File: config.mk
export PLATFORM = sky130hd
export DESIGN_NAME = bscan_chain
export DESIGN_NICKNAME = d
export VERILOG_FILES = /design/src/rtl/bscan_pkg.sv /design/src/rtl/bscan_cells.sv /design/src/rtl/bscan_latch.sv /design/src/rtl/bscan_pad.sv /design/src/rtl/bscan_chain.sv
export SDC_FILE = /design/constraint.sdc
export NUM_CORES = 1
export LEC_CHECK = 0
export ABC_AREA = 1
export BUFFER_PORTS_ARGS = -buffer_cell sky130_fd_sc_hd__buf_2
export CORE_MARGIN = 2
export CORE_UTILIZATION = 40
export CTS_CLUSTER_SIZE = 30
export DETAILED_ROUTE_END_ITERATION = 12
export SLEW_MARGIN = 20
export SYNTH_ARGS = -nofsm -noshare
export SYNTH_HDL_FRONTEND = slang
export SYNTH_HIERARCHICAL = 1
export SYNTH_SLANG_ARGS = --single-unit
File: constraint.sdc
create_clock -name clk -period 1.6 [get_ports clk]
set_clock_uncertainty 0.2 [all_clocks]
set_input_delay 0.4 -clock clk [delete_from_list [all_inputs] [get_ports clk]]
set_output_delay 0.4 -clock clk [all_outputs]
set_load 0.05 [all_outputs]
File: src/rtl/bscan_pkg.sv
package bscan_pkg;
  typedef enum logic [1:0] {
    BS_FUNC    = 2'd0,
    BS_PRELOAD = 2'd1,
    BS_DRIVE   = 2'd2,
    BS_HOLD    = 2'd3
  } bs_mode_e;

  function automatic int chain_len(int ni, int no);
    return ni + 2 * no;
  endfunction

  // enable cell of output k sits below (nearer tdo) its data cell
  function automatic int hiz_pos(int ni, int k);
    return ni + 2 * k;
  endfunction

  function automatic int data_pos(int ni, int k);
    return ni + 2 * k + 1;
  endfunction
endpackage

File: src/rtl/bscan_cells.sv
module bscan_cells import bscan_pkg::*; #(
  parameter int N_IN  = 4,
  parameter int N_OUT = 3,
  localparam int LEN  = chain_len(N_IN, N_OUT)
) (
  input  logic             clk,
  input  logic             rst,
  input  logic             cap_en,
  input  logic             sh_en,
  input  logic             tdi,
  input  logic [N_IN-1:0]  pin_in,
  input  logic [N_OUT-1:0] obs_out,
  input  logic [N_OUT-1:0] obs_hiz,
  output logic [LEN-1:0]   cells,
  output logic             tdo
);
  logic [LEN-1:0] snap;

  for (genvar i = 0; i < N_IN; i++) begin : g_in
    assign snap[i] = pin_in[i];
  end
  for (genvar k = 0; k < N_OUT; k++) begin : g_out
    assign snap[hiz_pos(N_IN, k)]  = obs_hiz[k];
    assign snap[data_pos(N_IN, k)] = obs_out[k];
  end

  always_ff @(posedge clk) begin
    if (rst)         cells <= '0;
    else if (cap_en) cells <= snap;
    else if (sh_en)  cells <= {tdi, cells[LEN-1:1]};
  end

  assign tdo = cells[0];

  a_r4_capture_inputs: assert property (@(posedge clk) disable iff (rst)
    cap_en |=> cells[N_IN-1:0] == $past(pin_in));
  a_r2_shift_step: assert property (@(posedge clk) disable iff (rst)
    (sh_en && !cap_en) |=> (cells[LEN-2:0] == $past(cells[LEN-1:1])) && (cells[LEN-1] == $past(tdi)));
endmodule

File: src/rtl/bscan_latch.sv
module bscan_latch import bscan_pkg::*; #(
  parameter int N_IN  = 4,
  parameter int N_OUT = 3,
  localparam int LEN  = chain_len(N_IN, N_OUT)
) (
  input  logic             clk,
  input  logic             rst,
  input  logic             upd_en,
  input  logic [LEN-1:0]   cells,
  output logic [N_OUT-1:0] lat_out,
  output logic [N_OUT-1:0] lat_hiz
);
  logic [N_OUT-1:0] pick_out, pick_hiz;

  always_comb begin
    for (int k = 0; k < N_OUT; k++) begin
      pick_out[k] = cells[data_pos(N_IN, k)];
      pick_hiz[k] = cells[hiz_pos(N_IN, k)];
    end
  end

  always_ff @(posedge clk) begin
    if (rst) begin
      lat_out <= '0;
      lat_hiz <= '1;
    end else if (upd_en) begin
      lat_out <= pick_out;
      lat_hiz <= pick_hiz;
    end
  end

  a_r8_latch_quiet: assert property (@(posedge clk) disable iff (rst)
    !upd_en |=> $stable(lat_out) && $stable(lat_hiz));
endmodule

File: src/rtl/bscan_pad.sv
module bscan_pad #(
  parameter int N_OUT = 3
) (
  input  logic             clk,
  input  logic             rst,
  input  logic             drive_sel,
  input  logic [N_OUT-1:0] lat_out,
  input  logic [N_OUT-1:0] lat_hiz,
  input  logic [N_OUT-1:0] core_out,
  input  logic [N_OUT-1:0] core_hiz,
  output logic [N_OUT-1:0] pad_out,
  output logic [N_OUT-1:0] pad_hiz
);
  always_ff @(posedge clk) begin
    if (rst) begin
      pad_out <= '0;
      pad_hiz <= '1;
    end else if (drive_sel) begin
      pad_out <= lat_out;
      pad_hiz <= lat_hiz;
    end else begin
      pad_out <= core_out;
      pad_hiz <= core_hiz;
    end
  end
endmodule

File: src/rtl/bscan_chain.sv
module bscan_chain import bscan_pkg::*; #(
  parameter int N_IN  = 4,
  parameter int N_OUT = 3
) (
  input  logic             clk,
  input  logic             rst,
  input  logic [1:0]       mode,
  input  logic             capture_dr,
  input  logic             shift_dr,
  input  logic             update_dr,
  input  logic             tdi,
  output logic             tdo,
  input  logic [N_IN-1:0]  pin_in,
  input  logic [N_OUT-1:0] core_out,
  input  logic [N_OUT-1:0] core_hiz,
  output logic [N_OUT-1:0] pad_out,
  output logic [N_OUT-1:0] pad_hiz
);
  localparam int LEN = chain_len(N_IN, N_OUT);

  bs_mode_e         cur;
  logic             chain_sel, drive_sel;
  logic [LEN-1:0]   cells;
  logic [N_OUT-1:0] lat_out, lat_hiz;

  assign cur       = bs_mode_e'(mode);
  assign chain_sel = (cur == BS_PRELOAD) || (cur == BS_DRIVE);
  assign drive_sel = (cur == BS_DRIVE) || (cur == BS_HOLD);

  bscan_cells #(.N_IN(N_IN), .N_OUT(N_OUT)) u_cells (
    .clk(clk), .rst(rst),
    .cap_en(chain_sel && capture_dr),
    .sh_en(chain_sel && shift_dr),
    .tdi(tdi), .pin_in(pin_in),
    .obs_out(pad_out), .obs_hiz(pad_hiz),
    .cells(cells), .tdo(tdo)
  );

  bscan_latch #(.N_IN(N_IN), .N_OUT(N_OUT)) u_latch (
    .clk(clk), .rst(rst),
    .upd_en(chain_sel && update_dr),
    .cells(cells),
    .lat_out(lat_out), .lat_hiz(lat_hiz)
  );

  bscan_pad #(.N_OUT(N_OUT)) u_pad (
    .clk(clk), .rst(rst), .drive_sel(drive_sel),
    .lat_out(lat_out), .lat_hiz(lat_hiz),
    .core_out(core_out), .core_hiz(core_hiz),
    .pad_out(pad_out), .pad_hiz(pad_hiz)
  );

  a_r7_chain_frozen: assert property (@(posedge clk) disable iff (rst)
    (mode == 2'd0 || mode == 2'd3) |=> $stable(cells) && $stable(lat_out) && $stable(lat_hiz));
  a_r6_test_drive: assert property (@(posedge clk) disable iff (rst)
    (mode[1]) |=> pad_out == $past(lat_out) && pad_hiz == $past(lat_hiz));
  a_r6_core_drive: assert property (@(posedge clk) disable iff (rst)
    (!mode[1]) |=> pad_out == $past(core_out) && pad_hiz == $past(core_hiz));
  a_r4_capture_pads: assert property (@(posedge clk) disable iff (rst)
    (chain_sel && capture_dr) |=> cells[data_pos(N_IN, 0)] == $past(pad_out[0])
                                  && cells[hiz_pos(N_IN, 0)] == $past(pad_hiz[0]));
endmodule

; Word level (Yosys, flattened, before mapping)
; Cells that the tools add are included.
[word_totals]
out_inout_bits = 7
input_bits = 18
regBits = 22
[op_classes]
reduce_logical = 6
eq_ne = 3
mux = 4
[op_table]
columns = cell, count
row1 = $mux 10, 2
row2 = $mux 3, 2
row3 = $eq 2x2->1 const B, 2
row4 = $logic_and 1x1->1, 3
row5 = $eq 2x1->1 const B, 1
row6 = $logic_or 1x1->1, 2
row7 = $reduce_bool 2->1, 1

; Depth between registers and ports, before layout
; Gate-level depths: netlist of run 1.
[logic_depth]
word_depth = 5
ltp_mapped = 8
mapped_depth_nobuf = 8

; Cells and area by module
; The synthesis of run 1 kept the hierarchy.
[modules_own_cells]
columns = module, seq_area_each_um2, cells_per_inst, area_each_um2, instances
row1 = bscan_cells, 200.2, 84, 548.0, 1
row2 = bscan_latch, 120.1, 33, 240.2, 1
row3 = bscan_pad, 120.1, 33, 240.2, 1
row4 = bscan_chain, 0.0, 12, 62.6, 1

; Least setup slack after synthesis of run 1
; OpenSTA, ideal clock, no wires.
[synth_timing]
path_kind = input to register
from = input mode[0]
to = register u_cells.cells[0]
path_stages = 8
path_slack_ps = -95
t_arrival_ps = 1386
cell_sequence = inv_1 -> ha_1 -> nor2_1 -> inv_2 -> nand3_1 -> nand3_1 -> nand2_1 -> inv_1
[synth_between]
elab_chain_len = 4
[synth_lines]
columns = element, line
row1 = "start, declared", bscan_chain.sv:7  ; input logic [1:0] mode,
row2 = $eq 2x1->1 or $eq 2x2->1 (tied branches), bscan_chain.sv:27  ; assign chain_sel = (cur == BS_PRELOAD) || (cur == BS_DRIVE);
row3 = $logic_or 1x1->1 *, bscan_chain.sv:27
row4 = "$logic_and 1x1->1, on equally long branches", "bscan_chain.sv:32, bscan_chain.sv:33"
row5 = $mux 10 or $reduce_bool 2->1 (tied branches), -
row6 = "end signal, assigned", bscan_cells.sv:29  ; else if (cap_en) cells <= snap;
row7 = "end signal, assigned", bscan_cells.sv:30  ; else if (sh_en) cells <= {tdi, cells[LEN-1:1]};
row8 = "end, declared", bscan_cells.sv:14  ; output logic [LEN-1:0] cells,
; Every way passes the cells marked *; elsewhere a longest branch is shown, timed or not.
; A chain may end at the register's enable or synchronous reset.

; Final worst setup path of run 1
[layout_timing]
from = register u_pad.pad_out[2]
to = output pad_out[2]
[layout_lines]
columns = element, line
row1 = "start, declared", bscan_pad.sv:11  ; output logic [N_OUT-1:0] pad_out,
row2 = "start signal, assigned", bscan_pad.sv:19  ; pad_out <= lat_out;
row3 = "start signal, assigned", bscan_pad.sv:22  ; pad_out <= core_out;
row4 = "end, declared", bscan_chain.sv:16  ; output logic [N_OUT-1:0] pad_out,
; No word-level cell between the ends.

==> flow_summary_export.csv, run 1 <==
group,metric,value,unit
clock_network,cts_root_buffer,"clkbuf_4",
pwr,leakage,0.000701,uW
hold_path,worstHoldStart,"core_hiz[1]",
layout,regArea,440,um2
critical_path,end_kind,"output pin",
timing,setup_violations,0,
routing,drc,0,
place,gp_congestion,0.785,
yosys,yosys_warnings,6,
run,cap_violations,0,
routing,dr.first_iter.drc_count,28,
timing,hold_viol_final,0,
layout,diodes,0,
timing,final-max-slew-violation-count,0,
yosys,synthCells,161,
global_route,antenna_found_initial,0,
global_route,grt_usage,0.144,
critical_path,timing.rr.end,"u_cells/cells[3]",
clock_network,ctsHoldBuffers,0,
layout,fillCellCount,254,
pwr,powerDensity,1020,nW/um2
clock_network,ctsResizeCount,0,
floorplanning,initial_utilization,0.430,
pwr,switching_share,0.289,
pwr,p_int,952,uW
place,pre_cts_ws,-0.252,ns
floorplanning,dieArea,3140,um2
floorplanning,ios,25,
clock_network,post_cts_buffers,0,
timing,period_minus_slack,1.54,ns
critical_path,crit_type,"flop to output pin",
hold_path,hold_end,"u_pad/pad_hiz[1]",
routing,wl_per_cell,9.48,um
pwr,vdd_drop_max,0.917,mV
clock_network,numCtsBuffers,3,
critical_path,critPathBufInv,1,
global_route,grt-ovfl-total,0,
layout,drive_above_1_share,0.286,
floorplanning,row_count,18,
hold_path,hold_path_class,"input pin to flop",
routing,viasPerCell,4.26,
timing,fmax,648,MHz
pwr,pwr-share-seq,0.463,
pwr,total_power,1340,uW
clock_network,cts.sinks,22,
critical_path,path_delay_family,"flip-flops",
routing,ant_nets,0,
routing,vias,934,
critical_path,rr_startpoint,"u_cells/cells[4]",
global_route,grt_pass1_vias,904,
hold_path,worstHoldPathCells,3,
critical_path,rrSetupSlack,0.67,ns
critical_path,rr_worst_depth,4,
pwr,clockPowerShare,0.320,
critical_path,worst_ep_arrival_time,0.94,ns
timing,worstMarginPinSlew,0.280,ns
layout,multi_input_area,503,um2
layout,area_delta_synth_final,20.8,%
clock_network,h-tree-depth,1,
place,dp.final_hpwl,1.59,mm
place,port_buffers,24,
place,dp.cells,215,
layout,layout.nets,210,
critical_path,path_cells,"buf_2",
clock_network,clk_pin_slew,0.13,ns
outcome,status,"finished, final reports clean",
clock_network,clk_latency,0.31,ns
timing,fin_crit_sh,0.964,
clock_network,tritoncts,"done",
yosys,syn_area_per_cell,6.73,um2
yosys,synth_area,1080,um2
routing,drtPass1Iterations,4,
pwr,combPwrFrac,0.217,
critical_path,max_stage_delay,0.36,ns
floorplanning,die_w,56.0,um
yosys,syn_nets,181,
critical_path,worst_path_max_delay_cell,"dfxtp_1",
layout,utilization,0.519,
layout,stdcell_area,1310,um2
layout,fin_cells,219,
global_route,grt_pass1_wl,3.71,mm
place,place_area,1260,um2
critical_path,cp.depth,1,
critical_path,worst-path-max-fanout,2,
global_route,grt_start_max_net_pins,14,
timing,fin_ws,0.0574,ns
critical_path,cp.required,1.00,ns
critical_path,cp-start-kind,"flop",
clock_network,clockBufferDepth,2,
routing,wl,2.08,mm
floorplanning,die_y,56.0,um
timing,grt_setup_unrepaired,"false",
floorplanning,core_area,2520,um2
pwr,p_sw,386,uW
timing,slew_headroom,0.813,
-- metal layers --
layer | wire (um) | GRT usage | up-vias
met5 | 0 | 0 | -
met3 | 105 | 0.0488 | 0
met2 | 963 | 0.237 | 19
met1 | 1010 | 0.184 | 386
met4 | 0 | 0.0238 | 0
li1 | - | - | 529
-- worst max path at each step --
| stage | start | end |
|---|---|---|
| global placement | mode[0] | u_cells/cells[0] |
| detailed placement | mode[0] | u_cells/cells[9] |
| floorplan | mode[0] | u_cells/cells[3] |
| global route | mode[0] | u_cells/cells[7] |
| finish | u_pad/pad_out[2] | pad_out[2] |
| CTS | u_pad/pad_out[2] | pad_out[2] |
-- registers in the layout (all words and copies together) (netlist names) --
signal,flops
u_pad/pad_out,3
u_latch/lat_out,3
u_latch/lat_hiz,3
u_cells/cells,10
u_pad/pad_hiz,3
-- area by class of cell --
| class | count | share of cell area |
|---|---|---|
| Clock buffer | 3 | 0.0172 |
| Clock inverter | 1 | 0.0229 |
| Inverter | 28 | 0.0803 |
| Multi-Input combinational cell | 106 | 0.384 |
| Sequential cell | 22 | 0.337 |
| Tap cell | 30 | 0.0287 |
| Timing Repair Buffer | 29 | 0.130 |
-- power groups by stage --
stage,Clock (uW),Sequential (uW),Combinational (uW)
2_1_floorplan,0,677,176
3_3_place_gp,0,633,288
3_5_place_dp,0,633,291
4_1_cts,438,620,293
5_1_grt,459,626,325
6_report,428,620,291
-- placed cells by master, fill, tap and decap left out, types with 3 or more instances in the layout --
cell type and instances:
nor2_1 11, buf_4 4, a21oi_2 7, nand3_1 12
inv_1 23, inv_2 5, buf_2 24, nand2_2 4
clkbuf_4 3, nand2_1 65, nor2_4 3, dfxtp_1 22
-- stage by stage --
| stage | hold WS [ns] | setup TNS, ns |
|---|---|---|
| after floorplan | 0.229 | 0 |
| after global placement | 0.242 | -2.20 |
| after detailed placement | 0.246 | -2.60 |
| after CTS | 0.0737 | 0 |
| after global routing | 0.0772 | 0 |
| final | 0.0751 | 0 |
No activity file was read; power rests on OpenSTA's default activity.
==> run 2, diff against run 1 <==
- clock period: 1.6 -> 1.9 ns (I/O delays scaled with it)
==> run 2 against run 1 <==
- worst setup slack better by 0.25 ns
- combinational power decreased by 18%
- via count grew 2.5%
- utilization is 2.1 points lower
- register-to-register slack better by 0.31 ns
- clock power down 52%
- power decreased by 28%
- first-iteration DRC count fell by 7.1%
- flip-flop and latch count unchanged
- sequential power decreased by 16%
- critical path type unchanged
- largest power group unchanged
==> flow_summary_export.csv, run 2 (synthesis gave the netlist of run 1 again) <==
group,metric,value,unit
outcome,status,"finished, final reports clean",
clock_network,tritoncts,"done",
layout,final_common_cell,"nand2_1",
critical_path,crit_type,"flop to output pin",
clock_network,numCtsBuffers,3,
critical_path,worst-path-max-fanout,2,
hold_path,hold_end,"u_pad/pad_hiz[1]",
clock_network,clk_latency,0.30,ns
run,cap_violations,0,
pwr,pwr-share-seq,0.541,
pwr,vdd_drop_max,0.559,mV
pwr,powerDensity,769,nW/um2
layout,regArea,440,um2
floorplanning,initial_utilization,0.430,
layout,diodes,0,
layout,fillCellCount,283,
timing,worstMarginPinSlew,0.395,ns
hold_path,worstHoldStart,"core_hiz[1]",
pwr,leakage,0.000680,uW
critical_path,path_delay_family,"flip-flops",
timing,fin_crit_sh,0.836,
global_route,grt_pass1_wl,3.81,mm
clock_network,h-tree-depth,1,
clock_network,clk_pin_slew,0.11,ns
routing,ant_nets,0,
place,gp_congestion,0.734,
layout,layout.nets,209,
timing,grt_setup_unrepaired,"false",
critical_path,cp.required,1.22,ns
layout,largest_register_ffs,10,
pwr,clockPowerShare,0.213,
layout,multi_input_area,488,um2
layout,area_delta_synth_final,15.9,%
critical_path,worst_path_max_delay_cell,"dfxtp_1",
floorplanning,ios,25,
timing,slew_headroom,0.736,
routing,dr.first_iter.drc_count,26,
critical_path,rrSetupSlack,0.98,ns
place,place_area,1230,um2
layout,drive_above_1_share,0.267,
clock_network,ctsHoldBuffers,0,
global_route,antenna_found_initial,0,
global_route,grt_start_max_net_pins,12,
floorplanning,row_count,18,
critical_path,rr_worst_depth,4,
clock_network,ctsResizeCount,0,
pwr,combPwrFrac,0.247,
routing,viasPerCell,4.41,
clock_network,clockBufferDepth,2,
timing,fmax,629,MHz
place,dp.final_hpwl,1.62,mm
pwr,p_int,658,uW
layout,fin_cells,217,
routing,wl,2.17,mm
floorplanning,dieArea,3140,um2
pwr,switching_share,0.319,
critical_path,worst_ep_arrival_time,0.91,ns
routing,drc,0,
critical_path,critPathBufInv,1,
layout,final_cell_mix,"nand2_1, buf_2, inv_1, dfxtp_1, nor2_1",
routing,wl_per_cell,10.0,um
critical_path,end_kind,"output pin",
place,dp.cells,214,
hold_path,hold_path_class,"input pin to flop",
clock_network,cts.sinks,22,
place,port_buffers,24,
routing,drtPass1Iterations,4,
global_route,grt_usage,0.149,
timing,holdWs,0.181,ns
floorplanning,die_y,56.0,um
floorplanning,die_w,56.0,um
timing,hold_viol_final,0,
routing,vias,957,
layout,largest_register,"u_cells/cells",
critical_path,max_stage_delay,0.35,ns
clock_network,cts_root_buffer,"clkbuf_4",
global_route,grt_pass1_vias,886,
floorplanning,core_area,2520,um2
timing,setup_violations,0,
global_route,grt-ovfl-total,0,
timing,tns,0,ns
critical_path,cp-start-kind,"flop",
timing,period_minus_slack,1.59,ns
pwr,p_sw,308,uW
hold_path,worstHoldPathCells,3,
clock_network,post_cts_buffers,0,
timing,final-max-slew-violation-count,0,
layout,stdcell_area,1260,um2
critical_path,rr_startpoint,"u_cells/cells[7]",
critical_path,path_cells,"buf_2",
critical_path,timing.rr.end,"u_cells/cells[6]",
-- run 2: area by class of cell --
| type | count | share of cell area |
|---|---|---|
| Multi-Input combinational cell | 106 | 0.388 |
| Sequential cell | 22 | 0.351 |
| Timing Repair Buffer | 28 | 0.129 |
| Inverter | 28 | 0.0837 |
| Tap cell | 30 | 0.0299 |
| Clock buffer | 3 | 0.0179 |
-- run 2: how the worst max path moves through the flow --
stage,start,cells past startpoint,slack (ns),end
6_report,u_pad/pad_hiz[0],1,0.31,pad_hiz[0]
3_5_place_dp,mode[0],8,0.04,u_cells/cells[1]
4_1_cts,u_pad/pad_hiz[1],1,0.30,pad_hiz[1]
2_1_floorplan,mode[0],8,0.13,u_cells/cells[0]
3_3_place_gp,mode[0],10,0.08,u_cells/cells[7]
5_1_grt,u_pad/pad_hiz[1],1,0.23,pad_hiz[1]
-- run 2: stage by stage --
step	utilization	worst slack (ns)	power (uW)
6_report	0.498	0.311	966
5_1_grt	0.498	0.226	1030
4_1_cts	0.498	0.297	978
3_5_place_dp	0.489	0.0424	772
3_3_place_gp	0.489	0.0757	767
2_1_floorplan	-	0.130	712
-- run 2: per-layer routing --
layer  GRT usage  part of all wire  wire [um]
met1       0.193              0.46       1000
met2       0.245              0.47       1020
met3      0.0512             0.059        128
met4      0.0238            0.0065         14
met5           0                 0          0
-- run 2: power by group through the flow --
stage | Clock [uW] | Sequential (uW) | Combinational, uW
floorplan | 0 | 570 | 142
global placement | 0 | 533 | 234
detailed placement | 0 | 533 | 238
CTS | 216 | 523 | 240
global route | 237 | 527 | 268
finish | 205 | 523 | 238
==> run 3, diff against run 2 <==
- clock period: 1.9 -> 1.38 ns (I/O delays scaled with it)
==> run 3 against run 2 <==
- count of clock-buffer cells in the layout unchanged
- die area unchanged
- clock power up 140%
- sequential power up 40%
- power is 67% higher
- critical path type unchanged
==> flow_summary_export.csv, run 3 (synthesis gave the netlist of run 1 again) <==
group,metric,value,unit
critical_path,end_kind,"output pin",
clock_network,clockBufferDepth,2,
global_route,grt_usage,0.157,
clock_network,cts_root_buffer,"clkbuf_4",
pwr,total_power,1610,uW
clock_network,cts.sinks,22,
layout,fin_cells,222,
timing,fin_crit_sh,0.998,
critical_path,worst_ep_arrival_time,0.83,ns
place,place_area,1300,um2
timing,grt_setup_unrepaired,"true",
layout,final_common_cell,"nand2_1",
pwr,powerDensity,1130,nW/um2
routing,drc,0,
routing,dr.first_iter.drc_count,27,
critical_path,path_cells,"buf_8",
critical_path,path_delay_family,"flip-flops",
place,pre_cts_ws,-0.215,ns
layout,largest_register,"u_cells/cells",
critical_path,worst_path_max_delay_cell,"dfxtp_2",
floorplanning,initial_utilization,0.430,
global_route,grt_pass1_wl,4.03,mm
place,port_buffers,24,
critical_path,rr_worst_depth,4,
timing,fmax,726,MHz
layout,area_delta_synth_final,31.8,%
critical_path,max_stage_delay,0.38,ns
global_route,use_met1,0.200,
floorplanning,ios,25,
routing,wl,2.25,mm
clock_network,clk_pin_slew,0.13,ns
outcome,status,"finished, final reports clean",
floorplanning,row_count,18,
clock_network,numCtsBuffers,3,
global_route,grt_busiest_layer,"met2",
layout,layout.nets,213,
layout,diodes,0,
global_route,antenna_found_initial,0,
place,dp.final_hpwl,1.69,mm
hold_path,hold_path_class,"input pin to flop",
critical_path,crit_type,"flop to output pin",
timing,hold_viol_final,0,
layout,stdcell_area,1430,um2
routing,ant_nets,0,
critical_path,cp-start-kind,"flop",
clock_network,ctsHoldBuffers,0,
floorplanning,core_area,2520,um2
layout,final_cell_mix,"nand2_1, inv_1, buf_2, dfxtp_1, nand3_1",
timing,worstMarginPinSlew,0.241,ns
clock_network,h-tree-depth,1,
critical_path,cp.depth,1,
routing,drtPass1Iterations,4,
routing,vias,981,
routing,viasPerCell,4.42,
timing,holdWs,0.0363,ns
run,cap_violations,0,
place,dp.cells,218,
floorplanning,dieArea,3140,um2
global_route,grt-ovfl-total,0,
clock_network,clk_latency,0.31,ns
floorplanning,die_w,56.0,um
hold_path,worstHoldPathCells,3,
global_route,grt_start_max_net_pins,14,
pwr,leakage,0.000740,uW
timing,fin_ws,0.00312,ns
clock_network,tritoncts,"done",
layout,largest_register_ffs,10,
layout,fillCellCount,233,
place,gp_congestion,0.738,
global_route,grt_use_met2,0.264,
timing,final-max-slew-violation-count,0,
critical_path,worst-path-max-fanout,2,
critical_path,critPathBufInv,1,
global_route,groute.layer.met3.usage,0.0465,
critical_path,cp.required,0.83,ns
pwr,vdd_drop_max,0.986,mV
timing,slew_headroom,0.839,
floorplanning,die_y,56.0,um
global_route,grt_pass1_vias,925,
timing,period_minus_slack,1.38,ns
routing,wl_per_cell,10.1,um
layout,drive_above_1_share,0.344,
timing,setup_violations,0,
[run 3: power by group]
group / switching (uW) / leakage, uW / total (uW) / internal, uW
sequential: 37.6 / 0.000182 / 730 / 692
clock: 200 / 0.0000279 / 494 / 294
combinational: 222 / 0.000530 / 389 / 167
[run 3: cell type report]
class	count	area [um2]	share of cell area
clock inverters	1	30.0	0.0210
flip-flops and latches	22	449	0.315
inverters	28	105	0.0736
clock buffers	3	22.5	0.0158
well taps	30	37.5	0.0263
multi-input cells	106	515	0.361
repair buffers	32	268	0.188
[run 3: path summary, 6_finish.rpt]
| kind | end | slack, ns | start |
|---|---|---|---|
| worst max register to register | u_cells/cells[5] | 0.43 | u_cells/cells[6] |
| worst max-delay path | pad_hiz[1] | 0.003 | u_pad/pad_hiz[1] |
| worst min register to register | u_latch/lat_hiz[0] | 0.28 | u_latch/lat_hiz[0] |
| worst min-delay path | u_pad/pad_hiz[1] | 0.04 | core_hiz[1] |
[run 3: worst min-delay path, delay by kind of cell]
kind                   cells  cell delay, ns
and+or+nand+nor            2            0.11
buffers and inverters      1            0.07
[run 3: repair_timing]
action | in CTS | in global routing
pin swaps | 0 | 1
endpoints found under the setup margin | 7 | 8
cloned | 0 | 0
buffers inserted | 0 | 0
resized for setup | 22 | 4
hold endpoints to repair | 0 | 0
[run 3: per-layer routing]
| metal | vias up | share of wire | wire length, um |
|---|---|---|---|
| met5 | - | 0 | 0 |
| met4 | 0 | 0.012 | 28 |
| met1 | 414 | 0.44 | 993 |
| li1 | 537 | - | - |
| met2 | 26 | 0.48 | 1090 |
| met3 | 4 | 0.060 | 135 |
[run 3: through the flow]
stage | utilization | TNS (ns)
final | 0.566 | 0
after global placement | 0.517 | -2.53
after CTS | 0.560 | -0.00855
after floorplan | - | 0
after detailed placement | 0.517 | -2.71
after global routing | 0.566 | -0.151
